<file path="src/rtl/cpi_pkg.sv">
package cpi_pkg;

  // Number of sample lanes carried side by side: real and imaginary.
  localparam int unsigned CPI_LANES = 2;

  // Which part of the symbol period the scheduler is in.
  typedef enum logic {
    SEG_BODY   = 1'b0,
    SEG_PREFIX = 1'b1
  } cpi_seg_e;

endpackage

</file>
<file path="src/rtl/cpi_sched.sv">
module cpi_sched
  import cpi_pkg::*;
#(
  parameter int unsigned N_CARRIERS = 16,
  parameter int unsigned CP_LEN     = 4
) (
  input  logic                         clk,
  input  logic                         rst_n,
  input  logic                         en,
  output logic                         accept_o,
  output logic                         wr_en_o,
  output logic [$clog2(N_CARRIERS):0]  wr_addr_o,
  output logic                         rd_en_o,
  output logic [$clog2(N_CARRIERS):0]  rd_addr_o
);

  localparam int unsigned AW      = $clog2(N_CARRIERS);
  localparam int unsigned SYM_LEN = N_CARRIERS + CP_LEN;
  localparam int unsigned PW      = $clog2(SYM_LEN);
  localparam logic [PW-1:0] PH_LAST = PW'(SYM_LEN - 1);
  localparam logic [PW-1:0] PH_BODY = PW'(N_CARRIERS);
  localparam logic [AW-1:0] CP_MOD  = AW'(CP_LEN % N_CARRIERS);

  logic [PW-1:0] phase_q, phase_d;
  logic          bank_q, bank_d;
  logic          live_q, live_d;
  cpi_seg_e      seg;
  logic [AW-1:0] rd_off;
  logic          rd_bank;

  // Phase counter over one symbol period; write bank flips at the wrap.
  always_comb begin
    phase_d = phase_q;
    bank_d  = bank_q;
    live_d  = live_q;
    if (en) begin
      if (phase_q == PH_LAST) begin
        phase_d = '0;
        bank_d  = ~bank_q;
        live_d  = 1'b1;
      end else begin
        phase_d = phase_q + 1'b1;
      end
    end
  end

  always_ff @(posedge clk or negedge rst_n) begin
    if (!rst_n) begin
      phase_q <= '0;
      bank_q  <= 1'b0;
      live_q  <= 1'b0;
    end else begin
      phase_q <= phase_d;
      bank_q  <= bank_d;
      live_q  <= live_d;
    end
  end

  assign seg = (phase_q < PH_BODY) ? SEG_BODY : SEG_PREFIX;

  // Prefix part reads the tail of the bank just filled; body part reads
  // the same bank in full while the other bank takes the next symbol.
  assign rd_off  = (seg == SEG_BODY) ? phase_q[AW-1:0] : (phase_q[AW-1:0] - CP_MOD);
  assign rd_bank = (seg == SEG_BODY) ? ~bank_q : bank_q;

  assign accept_o  = (seg == SEG_BODY);
  assign wr_en_o   = en && (seg == SEG_BODY);
  assign wr_addr_o = {bank_q, phase_q[AW-1:0]};
  assign rd_en_o   = en && ((seg == SEG_PREFIX) || live_q);
  assign rd_addr_o = {rd_bank, rd_off};

endmodule

</file>
<file path="src/rtl/cpi_bank_ram.sv">
module cpi_bank_ram #(
  parameter int unsigned DEPTH = 32,
  parameter int unsigned AW    = 5,
  parameter int unsigned W     = 12,
  parameter int unsigned LANES = 2
) (
  input  logic               clk,
  input  logic               wr_en,
  input  logic [AW-1:0]      wr_addr,
  input  logic [LANES*W-1:0] wr_data,
  input  logic               rd_en,
  input  logic [AW-1:0]      rd_addr,
  output logic [LANES*W-1:0] rd_data
);

  // One simple dual-port array per lane, registered read with enable.
  for (genvar g = 0; g < LANES; g++) begin : g_lane
    logic [W-1:0] mem [DEPTH];
    logic [W-1:0] q;

    always_ff @(posedge clk) begin
      if (wr_en) begin
        mem[wr_addr] <= wr_data[g*W +: W];
      end
    end

    always_ff @(posedge clk) begin
      if (rd_en) begin
        q <= mem[rd_addr];
      end
    end

    assign rd_data[g*W +: W] = q;
  end

endmodule

</file>
<file path="src/rtl/cpi_out_stage.sv">
module cpi_out_stage (
  input  logic clk,
  input  logic rst_n,
  input  logic en,
  input  logic rd_go,
  output logic valid_o
);

  logic valid_q, valid_d;

  // Valid follows the read strobe by the RAM read latency of one cycle.
  always_comb begin
    valid_d = valid_q;
    if (en) begin
      valid_d = rd_go;
    end
  end

  always_ff @(posedge clk or negedge rst_n) begin
    if (!rst_n) begin
      valid_q <= 1'b0;
    end else begin
      valid_q <= valid_d;
    end
  end

  assign valid_o = valid_q;

endmodule

</file>
<file path="src/rtl/cp_inserter.sv">
module cp_inserter
  import cpi_pkg::*;
#(
  parameter int unsigned N_CARRIERS = 16,
  parameter int unsigned CP_LEN     = 4,
  parameter int unsigned SAMPLE_W   = 12
) (
  input  logic                clk,
  input  logic                rst_n,
  input  logic                en,
  output logic                in_accept,
  input  logic [SAMPLE_W-1:0] in_re,
  input  logic [SAMPLE_W-1:0] in_im,
  output logic                out_valid,
  output logic [SAMPLE_W-1:0] out_re,
  output logic [SAMPLE_W-1:0] out_im
);

  localparam int unsigned AW    = $clog2(N_CARRIERS);
  localparam int unsigned DEPTH = 2 * N_CARRIERS;
  localparam int unsigned LW    = CPI_LANES * SAMPLE_W;

  logic          wr_en, rd_en;
  logic [AW:0]   wr_addr, rd_addr;
  logic [LW-1:0] wr_data, rd_data;

  cpi_sched #(
    .N_CARRIERS (N_CARRIERS),
    .CP_LEN     (CP_LEN)
  ) u_sched (
    .clk       (clk),
    .rst_n     (rst_n),
    .en        (en),
    .accept_o  (in_accept),
    .wr_en_o   (wr_en),
    .wr_addr_o (wr_addr),
    .rd_en_o   (rd_en),
    .rd_addr_o (rd_addr)
  );

  // Lane 0 carries the real part, lane 1 the imaginary part.
  assign wr_data = {in_im, in_re};

  cpi_bank_ram #(
    .DEPTH (DEPTH),
    .AW    (AW + 1),
    .W     (SAMPLE_W),
    .LANES (CPI_LANES)
  ) u_ram (
    .clk     (clk),
    .wr_en   (wr_en),
    .wr_addr (wr_addr),
    .wr_data (wr_data),
    .rd_en   (rd_en),
    .rd_addr (rd_addr),
    .rd_data (rd_data)
  );

  cpi_out_stage u_out (
    .clk     (clk),
    .rst_n   (rst_n),
    .en      (en),
    .rd_go   (rd_en),
    .valid_o (out_valid)
  );

  assign out_re = rd_data[SAMPLE_W-1:0];
  assign out_im = rd_data[LW-1:SAMPLE_W];

endmodule

</file>
<file path="config.mk">
export PLATFORM = sky130hd
export DESIGN_NAME = cp_inserter
export DESIGN_NICKNAME = d
export VERILOG_FILES = /design/src/rtl/cpi_pkg.sv /design/src/rtl/cpi_sched.sv /design/src/rtl/cpi_bank_ram.sv /design/src/rtl/cpi_out_stage.sv /design/src/rtl/cp_inserter.sv
export SDC_FILE = /design/constraint.sdc
export NUM_CORES = 1
export LEC_CHECK = 0
export CORE_ASPECT_RATIO = 0.5
export CORE_MARGIN = 5
export CORE_UTILIZATION = 51
export DETAILED_ROUTE_END_ITERATION = 16
export HOLD_SLACK_MARGIN = 0.02
export PLACE_DENSITY_LB_ADDON = 0.08
export REMOVE_ABC_BUFFERS = 1
export SYNTH_ARGS = -nofsm -noshare
export SYNTH_HDL_FRONTEND = slang
export SYNTH_SLANG_ARGS = --single-unit
</file>
<file path="constraint.sdc">
create_clock -name clk -period 3.05 [get_ports clk]
set_input_delay 0.4575 -clock clk [delete_from_list [all_inputs] [get_ports clk]]
set_output_delay 0.4575 -clock clk [all_outputs]
set_load 0.03 [all_outputs]
</file>
==> impl_metrics.json <==
{
  "synthCells": 1411,
  "finalInstanceArea_um2": 35900,
  "cts_made_buffers": 70,
  "core_area_um2": 59700,
  "grt.overflow.total": 0,
  "power_leakage_uw": 0.0113,
  "numClockSinks": 800,
  "crit_arrival_ns": 2.26,
  "end_kind": "primary output",
  "tightest_slew_ns": 1.13,
  "fin_crit_sh_pct": 89.0,
  "syn_to_final_growth_pct": 15.6,
  "grt_max_degree": 101,
  "maxCapViolations": 0,
  "dpl-instance-area_um2": 33600,
  "cts_root_buf": "clkbuf_16",
  "dr.pass1.iters": 7,
  "synth.distinct_cells": 33,
  "synthAdderAreaFrac_pct": 0.242,
  "ys_seq_area_share_pct": 77.3,
  "syn_area_per_cell_um2": 22.0,
  "post_cts_resized": 0,
  "vdd_drop_max_mv": 0.447,
  "multiInputGateArea_um2": 6820,
  "drv_slew": 0,
  "synth_xor_area_share_pct": 0.113,
  "die_y_um": 184,
  "postCtsHoldBufs": 0,
  "power_density_nw_per_um2": 864,
  "r2r_start": "u_sched.phase_q[4]",
  "finalWorstSetupSlack_ns": 0.334,
  "vias_per_cell": 6.32,
  "fmax_mhz": 368,
  "io_buffers": 52,
  "crit_path_start_kind": "register",
  "h-tree-depth": 3,
  "layout_common_cells": "edfxtp_1 (792), mux4_2 (188), buf_4 (104)",
  "route.vias.total": 15445,
  "initial_core_util_pct": 52.0,
  "grt_antenna_before_repair": 3,
  "crit_fanout": 17,
  "synth-compound-area-share_pct": 3.16,
  "seqCellArea_um2": 24000,
  "drtIter0Drc": 1753,
  "slew_headroom_pct": 24.4,
  "post_synth_and_or_nand_nor_area_fraction_pct": 1.94,
  "skew_ns": 0.0186,
  "synth_top_family_by_area": "multiplexers",
  "tritoncts": "done",
  "r2r_cells": 6,
  "dp_hpwl_um": 45800,
  "status": "finished, final reports clean",
  "synth.area.mux_share_pct": 15.5,
  "ys.warnings.count": 0,
  "finalSetupViolCount": 0,
  "hold_path_class": "primary input to async pin",
  "place_ws_ns": 0.349,
  "required_ns": 2.59,
  "reg2reg_slack_ns": 0.38,
  "diodes": 0,
  "finalSetupTns_ns": 0,
  "grt_use_total_pct": 23.7,
  "io_pins": 53,
  "cts.reportedPaths.clkPinSlew_ns": 0.07,
  "grt_pass1_vias": 15698,
  "period_minus_slack_ns": 2.72,
  "layout.nets": 1612,
  "dieArea_um2": 66100,
  "n_fill_cell": 4216,
  "hold_viol": 0,
  "cts_setup_buffers": 0,
  "routed_wl_um": 77000,
  "floorplan.rows": 63,
  "grt_pass1_wl_um": 111000,
  "gp_congestion": 0.852,
  "r2r-end": "u_ram.g_lane[1].q[2]",
  "final_common_cell": "edfxtp_1",
  "ys_seq_elements": 800,
  "drive_above_1_share_pct": 29.1,
  "synth_area_um2": 31000,
  "critPathKind": "register to primary output",
  "clk_path_buf_depth": 3,
  "rsz0062_at_grt": "no",
  "detail-route-antenna-nets": 0,
  "post-route-drc-count": 0,
  "wl_per_cell_um": 31.5,
  "clk_latency_ns": 0.61,
  "die_w_um": 359
}
-- stage by stage --
stage,utilization [%],hold slack (ns),cells,total power [uW]
6_report,60.1,0.153,2443,31000
5_1_grt,60.1,0.163,2443,32200
4_1_cts,60.1,0.139,2443,31200
3_5_place_dp,56.3,0.453,2319,22400
3_3_place_gp,56.3,0.460,2319,22300
2_1_floorplan,-,0.162,1328,18800
-- worst max-delay path, cell delays in order (launching register included) --
cell,delay [ns]
dfrtp_1,0.69
inv_1,0.28
clkdlybuf4s50_1,0.68
-- final cells by class --
type | count | share of cell area [%]
Sequential cell | 800 | 66.9
Multi-Input combinational cell | 521 | 19.0
Clock buffer | 89 | 5.38
Timing Repair Buffer | 179 | 4.91
Tap cell | 812 | 2.83
Clock inverter | 35 | 0.879
Inverter | 7 | 0.0733
-- metal layers --
| metal | global-route usage (%) | wire (um) | share of wire [%] |
|---|---|---|---|
| met1 | 34.7 | 32900 | 43 |
| met2 | 37.3 | 36100 | 47 |
| met4 | 4.89 | 1330 | 1.7 |
| met5 | 0 | 0 | 0 |
| met3 | 5.68 | 6640 | 8.6 |
-- Yosys cell counts --
cell type / number / area share [%]
nand3_1: 55 / 0.89
nor3_1: 1 / 0.016
buf_4: 8 / 0.19
and2_1: 1 / 0.020
mux2_2: 20 / 0.73
inv_1: 7 / 0.085
nor3b_1: 4 / 0.097
mux4_2: 188 / 14
nand4_1: 2 / 0.040
mux4_1: 4 / 0.34
buf_2: 36 / 0.58
nand2_1: 10 / 0.12
o21ai_0: 96 / 1.5
edfxtp_1: 792 / 77
nor2_1: 37 / 0.45
a32oi_1: 24 / 0.68
a41o_1: 4 / 0.13
xor2_1: 1 / 0.028
a211oi_1: 1 / 0.024
mux2i_1: 24 / 0.77
and3_1: 1 / 0.020
nand2b_1: 1 / 0.020
clkbuf_1: 23 / 0.28
and3b_1: 4 / 0.11
buf_6: 16 / 0.58
xnor2_1: 3 / 0.085
a21oi_1: 1 / 0.016
ha_1: 6 / 0.24
or3_1: 8 / 0.16
dfrtp_1: 8 / 0.65
o32a_1: 20 / 0.65
a31oi_1: 2 / 0.040
a21o_1: 3 / 0.073
-- sequential cells by signal (all words and copies together), names as in the netlist --
name	cells
u_ram.g_lane.mem	768
u_sched.phase_q	5
u_out.valid_o	1
u_sched.live_q	1
u_ram.g_lane.q	24
u_sched.bank_q	1
-- worst max-delay path by stage --
stage	from	to	slack [ns]	depth (start not counted)
2_1_floorplan	u_sched.phase_q[0]	u_ram.g_lane[0].mem[15][0]	-6.27	3
3_3_place_gp	u_sched.phase_q[0]	u_ram.g_lane[1].q[6]	0.43	7
3_5_place_dp	u_sched.phase_q[0]	u_ram.g_lane[1].q[6]	0.35	7
4_1_cts	u_sched.phase_q[4]	in_accept	0.34	2
5_1_grt	u_sched.bank_q	u_ram.g_lane[0].q[10]	0.25	5
6_report	u_sched.phase_q[4]	in_accept	0.33	2
-- power by group --
part | leakage [uW] | total [uW] | internal [uW] | switching (uW)
Clock | 0.00110 | 8770 | 4920 | 3850
Sequential | 0.00724 | 13300 | 13000 | 298
Combinational | 0.00295 | 8950 | 3710 | 5240
Total | 0.0113 | 31000 | 21600 | 9380
-- kinds of logic after synthesis --
kind of cell	Yosys count
adders and majority gates	6
DFF	800
buffers and inverters	90
and+or+nand+nor	124
AOI/OAI and AO/OA	151
xor gates and xnor gates	4
muxes	236
(Power assumes the default switching activity.)
